[config.mk]
export PLATFORM = sky130hd
export DESIGN_NAME = reg_access_chan
export DESIGN_NICKNAME = d
export VERILOG_FILES = /design/src/rtl/reg_chan_pkg.sv /design/src/rtl/chan_sw_decode.sv /design/src/rtl/chan_fsm.sv /design/src/rtl/chan_status_pack.sv /design/src/rtl/reg_access_chan.sv
export SDC_FILE = /design/constraint.sdc
export NUM_CORES = 1
export LEC_CHECK = 0
export BUFFER_PORTS_ARGS = -buffer_cell sky130_fd_sc_hd__buf_2
export CAP_MARGIN = 20
export CORE_ASPECT_RATIO = 1.5
export CORE_MARGIN = 1.5
export CORE_UTILIZATION = 30
export DETAILED_ROUTE_END_ITERATION = 16
export GPL_TIMING_DRIVEN = 1
export PLACE_DENSITY = 0.66
export SETUP_SLACK_MARGIN = 0.15
export SLEW_MARGIN = 20
export SYNTH_ARGS = -nofsm -noshare
export SYNTH_HDL_FRONTEND = slang
export SYNTH_HIERARCHICAL = 1
export SYNTH_SLANG_ARGS = --single-unit
export TNS_END_PERCENT = 5
[constraint.sdc]
create_clock -name clk_i -period 1.8 [get_ports clk_i]
set_clock_uncertainty 0.05 [all_clocks]
set_input_delay 0.36 -clock clk_i [delete_from_list [all_inputs] [get_ports clk_i]]
set_output_delay 0.36 -clock clk_i [all_outputs]
set_load 0.005 [all_outputs]
[src/rtl/reg_chan_pkg.sv]
package reg_chan_pkg;

  localparam int unsigned STATE_W = 3;

  typedef enum logic [STATE_W-1:0] {
    ST_IDLE      = 3'd0,
    ST_REQ       = 3'd2,
    ST_WAIT_DATA = 3'd4,
    ST_WAIT_CLR  = 3'd6
  } chan_state_e;

  typedef enum logic [1:0] {
    SEL_CMD  = 2'd0,
    SEL_CLR  = 2'd1,
    SEL_INIT = 2'd2,
    SEL_EN   = 2'd3
  } sw_sel_e;

endpackage

[src/rtl/chan_sw_decode.sv]
module chan_sw_decode
  import reg_chan_pkg::*;
(
  input  logic       clk_i,
  input  logic       rst_ni,
  input  logic       sw_we_i,
  input  logic [1:0] sw_sel_i,
  input  logic       sw_bit0_i,
  output logic       cmd_wr_o,
  output logic       clr_o,
  output logic       en_o,
  output logic       init_done_o
);

  logic en_q, init_q;
  logic sel_en, sel_init;

  assign sel_en   = sw_we_i && (sw_sel_i == SEL_EN);
  assign sel_init = sw_we_i && (sw_sel_i == SEL_INIT);

  assign cmd_wr_o = sw_we_i && (sw_sel_i == SEL_CMD);
  assign clr_o    = sw_we_i && (sw_sel_i == SEL_CLR) && sw_bit0_i;

  always_ff @(posedge clk_i or negedge rst_ni) begin
    if (!rst_ni) begin
      en_q   <= 1'b0;
      init_q <= 1'b0;
    end else begin
      if (sel_en) en_q <= sw_bit0_i;
      if (sel_init && sw_bit0_i) init_q <= 1'b1;
    end
  end

  assign en_o        = en_q;
  assign init_done_o = init_q;

  assert_init_sticky_R8: assert property (@(posedge clk_i) disable iff (!rst_ni)
    init_q |=> init_q);

  assert_en_only_by_write_R7: assert property (@(posedge clk_i) disable iff (!rst_ni)
    !sel_en |=> $stable(en_q));

endmodule

[src/rtl/chan_fsm.sv]
module chan_fsm
  import reg_chan_pkg::*;
#(
  parameter int unsigned ADDR_W = 15,
  parameter int unsigned DATA_W = 16,
  localparam int unsigned CMD_W = 1 + ADDR_W + DATA_W
) (
  input  logic              clk_i,
  input  logic              rst_ni,
  input  logic              en_i,
  input  logic              cmd_wr_i,
  input  logic [CMD_W-1:0]  cmd_i,
  input  logic              clr_i,
  output logic              be_req_o,
  output logic              be_write_o,
  output logic [ADDR_W-1:0] be_addr_o,
  output logic [DATA_W-1:0] be_wdata_o,
  input  logic              be_done_i,
  input  logic [DATA_W-1:0] be_rdata_i,
  output chan_state_e       state_o,
  output logic              req_pend_o,
  output logic              sync_idle_o,
  output logic [DATA_W-1:0] rdata_o
);

  chan_state_e       state_q, state_d;
  logic [CMD_W-1:0]  cmd_q;
  logic              outst_q;
  logic [DATA_W-1:0] rdata_q;
  logic              accept, issue, cmd_is_wr;

  assign cmd_is_wr = cmd_q[CMD_W-1];
  assign accept    = cmd_wr_i && en_i && (state_q == ST_IDLE);
  // hold the request until the back end has answered the previous one
  assign issue     = (state_q == ST_REQ) && !outst_q;

  always_comb begin
    state_d = state_q;
    unique case (state_q)
      ST_IDLE:      if (accept)    state_d = ST_REQ;
      ST_REQ:       if (issue)     state_d = cmd_is_wr ? ST_IDLE : ST_WAIT_DATA;
      ST_WAIT_DATA: if (be_done_i) state_d = ST_WAIT_CLR;
      ST_WAIT_CLR:  if (clr_i)     state_d = ST_IDLE;
      default:                     state_d = ST_IDLE;
    endcase
  end

  always_ff @(posedge clk_i or negedge rst_ni) begin
    if (!rst_ni) begin
      state_q <= ST_IDLE;
      cmd_q   <= '0;
      outst_q <= 1'b0;
      rdata_q <= '0;
    end else begin
      state_q <= state_d;
      if (accept) cmd_q <= cmd_i;
      if (issue) outst_q <= 1'b1;
      else if (be_done_i) outst_q <= 1'b0;
      if ((state_q == ST_WAIT_DATA) && be_done_i) rdata_q <= be_rdata_i;
    end
  end

  assign be_req_o    = issue;
  assign be_write_o  = cmd_is_wr;
  assign be_addr_o   = cmd_q[CMD_W-2 -: ADDR_W];
  assign be_wdata_o  = cmd_q[DATA_W-1:0];
  assign state_o     = state_q;
  assign req_pend_o  = (state_q == ST_REQ);
  assign sync_idle_o = !outst_q;
  assign rdata_o     = rdata_q;

  assert_req_one_cycle_R3: assert property (@(posedge clk_i) disable iff (!rst_ni)
    be_req_o |=> !be_req_o);

  assert_write_to_idle_R3: assert property (@(posedge clk_i) disable iff (!rst_ni)
    (be_req_o && be_write_o) |=> (state_q == ST_IDLE));

  assert_read_to_wait_R4: assert property (@(posedge clk_i) disable iff (!rst_ni)
    (be_req_o && !be_write_o) |=> (state_q == ST_WAIT_DATA));

  assert_capture_R4: assert property (@(posedge clk_i) disable iff (!rst_ni)
    ((state_q == ST_WAIT_DATA) && be_done_i) |=>
      ((state_q == ST_WAIT_CLR) && (rdata_q == $past(be_rdata_i))));

  assert_hold_until_clear_R5: assert property (@(posedge clk_i) disable iff (!rst_ni)
    ((state_q == ST_WAIT_CLR) && !clr_i) |=> ((state_q == ST_WAIT_CLR) && $stable(rdata_q)));

  assert_busy_cmd_dropped_R6: assert property (@(posedge clk_i) disable iff (!rst_ni)
    ((state_q != ST_IDLE) && cmd_wr_i) |=> $stable(cmd_q));

  assert_disabled_stays_idle_R7: assert property (@(posedge clk_i) disable iff (!rst_ni)
    ((state_q == ST_IDLE) && !en_i) |=> (state_q == ST_IDLE));

  assert_req_when_free_R10: assert property (@(posedge clk_i) disable iff (!rst_ni)
    be_req_o |-> sync_idle_o);

endmodule

[src/rtl/chan_status_pack.sv]
module chan_status_pack
  import reg_chan_pkg::*;
#(
  parameter int unsigned DATA_W = 16,
  parameter int unsigned STAT_W = 32
) (
  input  chan_state_e       state_i,
  input  logic              req_pend_i,
  input  logic              sync_idle_i,
  input  logic              init_done_i,
  input  logic [DATA_W-1:0] rdata_i,
  output logic [STAT_W-1:0] status_o
);

  localparam int unsigned ST_LSB   = DATA_W;
  localparam int unsigned PEND_BIT = DATA_W + STATE_W;
  localparam int unsigned SYNC_BIT = PEND_BIT + 1;
  localparam int unsigned INIT_BIT = PEND_BIT + 2;
  localparam int unsigned SYS_BIT  = PEND_BIT + 3;

  always_comb begin
    status_o                      = '0;
    status_o[DATA_W-1:0]          = rdata_i;
    status_o[ST_LSB +: STATE_W]   = state_i;
    status_o[PEND_BIT]            = req_pend_i;
    status_o[SYNC_BIT]            = sync_idle_i;
    status_o[INIT_BIT]            = init_done_i;
    status_o[SYS_BIT]             = sync_idle_i && (state_i == ST_IDLE);
  end

endmodule

[src/rtl/reg_access_chan.sv]
module reg_access_chan
  import reg_chan_pkg::*;
#(
  parameter int unsigned ADDR_W = 15,
  parameter int unsigned DATA_W = 16,
  localparam int unsigned CMD_W  = 1 + ADDR_W + DATA_W,
  localparam int unsigned STAT_W = DATA_W + 16
) (
  input  logic              clk_i,
  input  logic              rst_ni,
  input  logic              sw_we_i,
  input  logic [1:0]        sw_sel_i,
  input  logic [CMD_W-1:0]  sw_wdata_i,
  output logic [STAT_W-1:0] status_o,
  output logic              be_req_o,
  output logic              be_write_o,
  output logic [ADDR_W-1:0] be_addr_o,
  output logic [DATA_W-1:0] be_wdata_o,
  input  logic              be_done_i,
  input  logic [DATA_W-1:0] be_rdata_i
);

  logic              cmd_wr, clr, en, init_done;
  chan_state_e       state;
  logic              req_pend, sync_idle;
  logic [DATA_W-1:0] rdata;

  chan_sw_decode u_decode (
    .clk_i       (clk_i),
    .rst_ni      (rst_ni),
    .sw_we_i     (sw_we_i),
    .sw_sel_i    (sw_sel_i),
    .sw_bit0_i   (sw_wdata_i[0]),
    .cmd_wr_o    (cmd_wr),
    .clr_o       (clr),
    .en_o        (en),
    .init_done_o (init_done)
  );

  chan_fsm #(.ADDR_W(ADDR_W), .DATA_W(DATA_W)) u_fsm (
    .clk_i       (clk_i),
    .rst_ni      (rst_ni),
    .en_i        (en),
    .cmd_wr_i    (cmd_wr),
    .cmd_i       (sw_wdata_i),
    .clr_i       (clr),
    .be_req_o    (be_req_o),
    .be_write_o  (be_write_o),
    .be_addr_o   (be_addr_o),
    .be_wdata_o  (be_wdata_o),
    .be_done_i   (be_done_i),
    .be_rdata_i  (be_rdata_i),
    .state_o     (state),
    .req_pend_o  (req_pend),
    .sync_idle_o (sync_idle),
    .rdata_o     (rdata)
  );

  chan_status_pack #(.DATA_W(DATA_W), .STAT_W(STAT_W)) u_status (
    .state_i     (state),
    .req_pend_i  (req_pend),
    .sync_idle_i (sync_idle),
    .init_done_i (init_done),
    .rdata_i     (rdata),
    .status_o    (status_o)
  );

endmodule

==> impl_metrics.py <==
metrics = {
    "status": {
        "status": "finished clean",
    },
    "min_path": {
        "hp-start": "be_done_i",
        "hold_path_class": "input port to flop",
    },
    "die": {
        "initial_core_util_pct": 30.9,
        "coreArea_sq_um": 8060,
        "die_w_microns": 77.4,
        "io_pins": 119,
        "die_area_sq_um": 8880,
        "rows": 40,
        "die_h_microns": 115,
    },
    "timing": {
        "rsz0062_at_grt": "true",
        "fmax_mhz": 565,
        "fin_crit_sh_pct": 98.3,
        "hold_viol": 0,
        "drv_slew": 0,
        "layout_min_cycle_time_ps": 1770,
        "finalSetupViolCount": 0,
    },
    "critical_path": {
        "start_kind": "flop",
        "cp_slowest_cell": "dfrtp_2",
        "end_kind": "output port",
        "path_cells": "buf_6, or3b_4, inv_2, buf_2",
        "cp_slowest_stage_delay_ps": 410,
        "r2r_start": "u_fsm/state_o[2]",
        "cp-startpoint": "u_fsm/state_o[2]",
        "crit_type": "flop to output port",
        "crit_arrival_ps": 1360,
        "crit_fanout": 3,
        "required_ps": 1390,
    },
    "placement": {
        "routabilityCongestion": 0.686,
        "io_buffers": 108,
        "dp_hpwl_mm": 3.52,
        "placed_cell_area_sq_um": 2960,
    },
    "global_route": {
        "grt-ovfl-total": 0,
        "antenna_found_initial": 0,
        "grt_max_degree": 22,
        "grt_use_total_pct": 11.2,
        "grt_pass1_wl_mm": 7.58,
        "grt_pass1_vias": 1500,
    },
    "clock_tree": {
        "ctsHtreeMaxLevel": 2,
        "clkLatencyLatePin_ps": 290,
        "path_clk_slew_ps": 70,
        "tritoncts": "done",
        "cts_made_buffers": 5,
        "clock-sinks": 53,
        "clk_path_buf_depth": 2,
        "clockRootBuffer": "clkbuf_16",
    },
    "detailed_routing": {
        "drtIter0Drc": 52,
        "vias": 1499,
        "postRouteAntennaNets": 0,
        "via_per_inst": 4.15,
        "route.detailed.drc": 0,
        "totalWireLength_mm": 4.75,
        "drt_first_pass_iters": 4,
        "wl_per_cell_microns": 13.2,
    },
    "cells_and_area": {
        "nets": 309,
        "final_layout_size_suffix_gt1_share_pct": 69.1,
        "final_common_cell": "buf_2",
        "syn_to_final_growth_pct": 26.7,
        "n_antenna_cell": 0,
        "fin_area_sq_um": 3160,
        "fillers": 763,
        "final_cell_mix": "108 x buf_2, 52 x dfrtp_1, 41 x mux2_4",
    },
    "yosys": {
        "synth_seq_area_share_pct": 53.2,
        "yosysWarningCount": 6,
        "synthesis.area_sq_um": 2490,
        "syn_inst": 160,
        "synth-seq-cells": 53,
        "syn_area_per_cell_sq_um": 15.6,
        "yosysUniqueCellTypes": 23,
    },
    "power_and_ir_drop": {
        "cellLeakagePower_nw": 1.68,
        "power_density_nw_per_um2": 1490,
        "max-vdd-ir-drop_mv": 0.464,
        "finalPower_w": 0.00472,
    },
    "flow_run": {
        "drv_cap": 0,
    },
}
## state kept, by name, indices dropped and copies added, names as in the netlist
| name | flops |
|---|---|
| u_decode/init_done_o | 1 |
| u_fsm/cmd_q | 32 |
| u_fsm/state_o | 2 |
| u_fsm/outst_q | 1 |
| u_decode/en_o | 1 |
| u_fsm/rdata_o | 16 |
## metal layers
layer,vias up,track usage [%],part of all wire [%]
li1,698,-,-
met1,740,13.9,43
met2,55,18.4,50
met3,6,1.99,4.8
met4,0,6.18,2.4
met5,-,0,0
## path summary, 6_finish.rpt
kind,endpoint,slack (ps),cells after the start
max,be_req_o,30,4
min,u_fsm/outst_q,210,2
max reg2reg,u_fsm/cmd_q[14],70,4
min reg2reg,u_decode/init_done_o,410,1
max in group asynchronous,u_fsm/rdata_o[9],530,3
min in group asynchronous,u_fsm/rdata_o[1],520,2
## area by class of cell
type                    count  area (sq um)  share of cell area, %
clock buffers               7           153                   4.83
multi-input cells          74           881                   27.9
repair buffers            118           651                   20.6
well taps                 105           131                   4.16
clock inverters             1          5.00                  0.158
flip-flops and latches     53          1330                   42.0
inverters                   3          11.3                  0.356
## what timing repair did
action,in CTS,in global routing
buffers inserted,2,0
pin swaps,1,0
endpoints found under the hold margin,19,0
endpoints found under the setup margin,14,34
hold buffers,1,0
gates resized for setup,4,3
## cells in the mapped netlist, drive strengths merged
cell	instances	area share (%)
or2	1	0.25
a311o	1	0.40
a41o	1	0.40
conb	2	0.30
o2bb2ai	1	0.35
buf	38	13
nand3	1	0.20
and3b	1	0.35
inv	3	0.45
nand2	2	0.30
nor3b	1	0.30
nor4bb	1	0.40
mux2	49	28
or3b	1	0.35
and4b	1	0.45
dfrtp	53	53
o21ai	1	0.20
nor4b	1	0.60
nor2b	1	0.25
## logic make-up (layout without fill, tap and decap cells)
group | count (synthesis) | after routing | synth area share [%]
mux | 49 | 49 | 28.0
buf+inv | 41 | 129 | 13.7
compound gates | 4 | 4 | 1.35
simple gates | 11 | 11 | 3.46
other cells | 2 | 10 | 0.301
flops | 53 | 53 | 53.2
## worst max-delay path, delay by kind of cell (launching register included)
family,cells,cell delay (ps)
buffers and inverters,3,280
flip-flops,1,410
AND/OR/NAND/NOR,1,380
## report_power, final
part / leakage, nW / switching [W] / total, W / internal, W
clock: 0.0799 / 0.000415 / 0.00100 / 0.000590
combinational: 0.926 / 0.000571 / 0.00171 / 0.00114
sequential: 0.675 / 0.000291 / 0.00200 / 0.00171
## through the flow
step	setup slack [ps]	hold slack (ps)	setup TNS (ps)	util, %	std cells
2_1_floorplan	262	14.4	0	-	168
3_3_place_gp	-22.4	301	-263	36.7	350
3_5_place_dp	-75.8	308	-896	36.7	350
4_1_cts	17.9	207	0	39.1	361
5_1_grt	-9.51	214	-9.51	39.2	361
6_report	31.0	213	0	39.2	361
(Power assumes the default switching activity.)
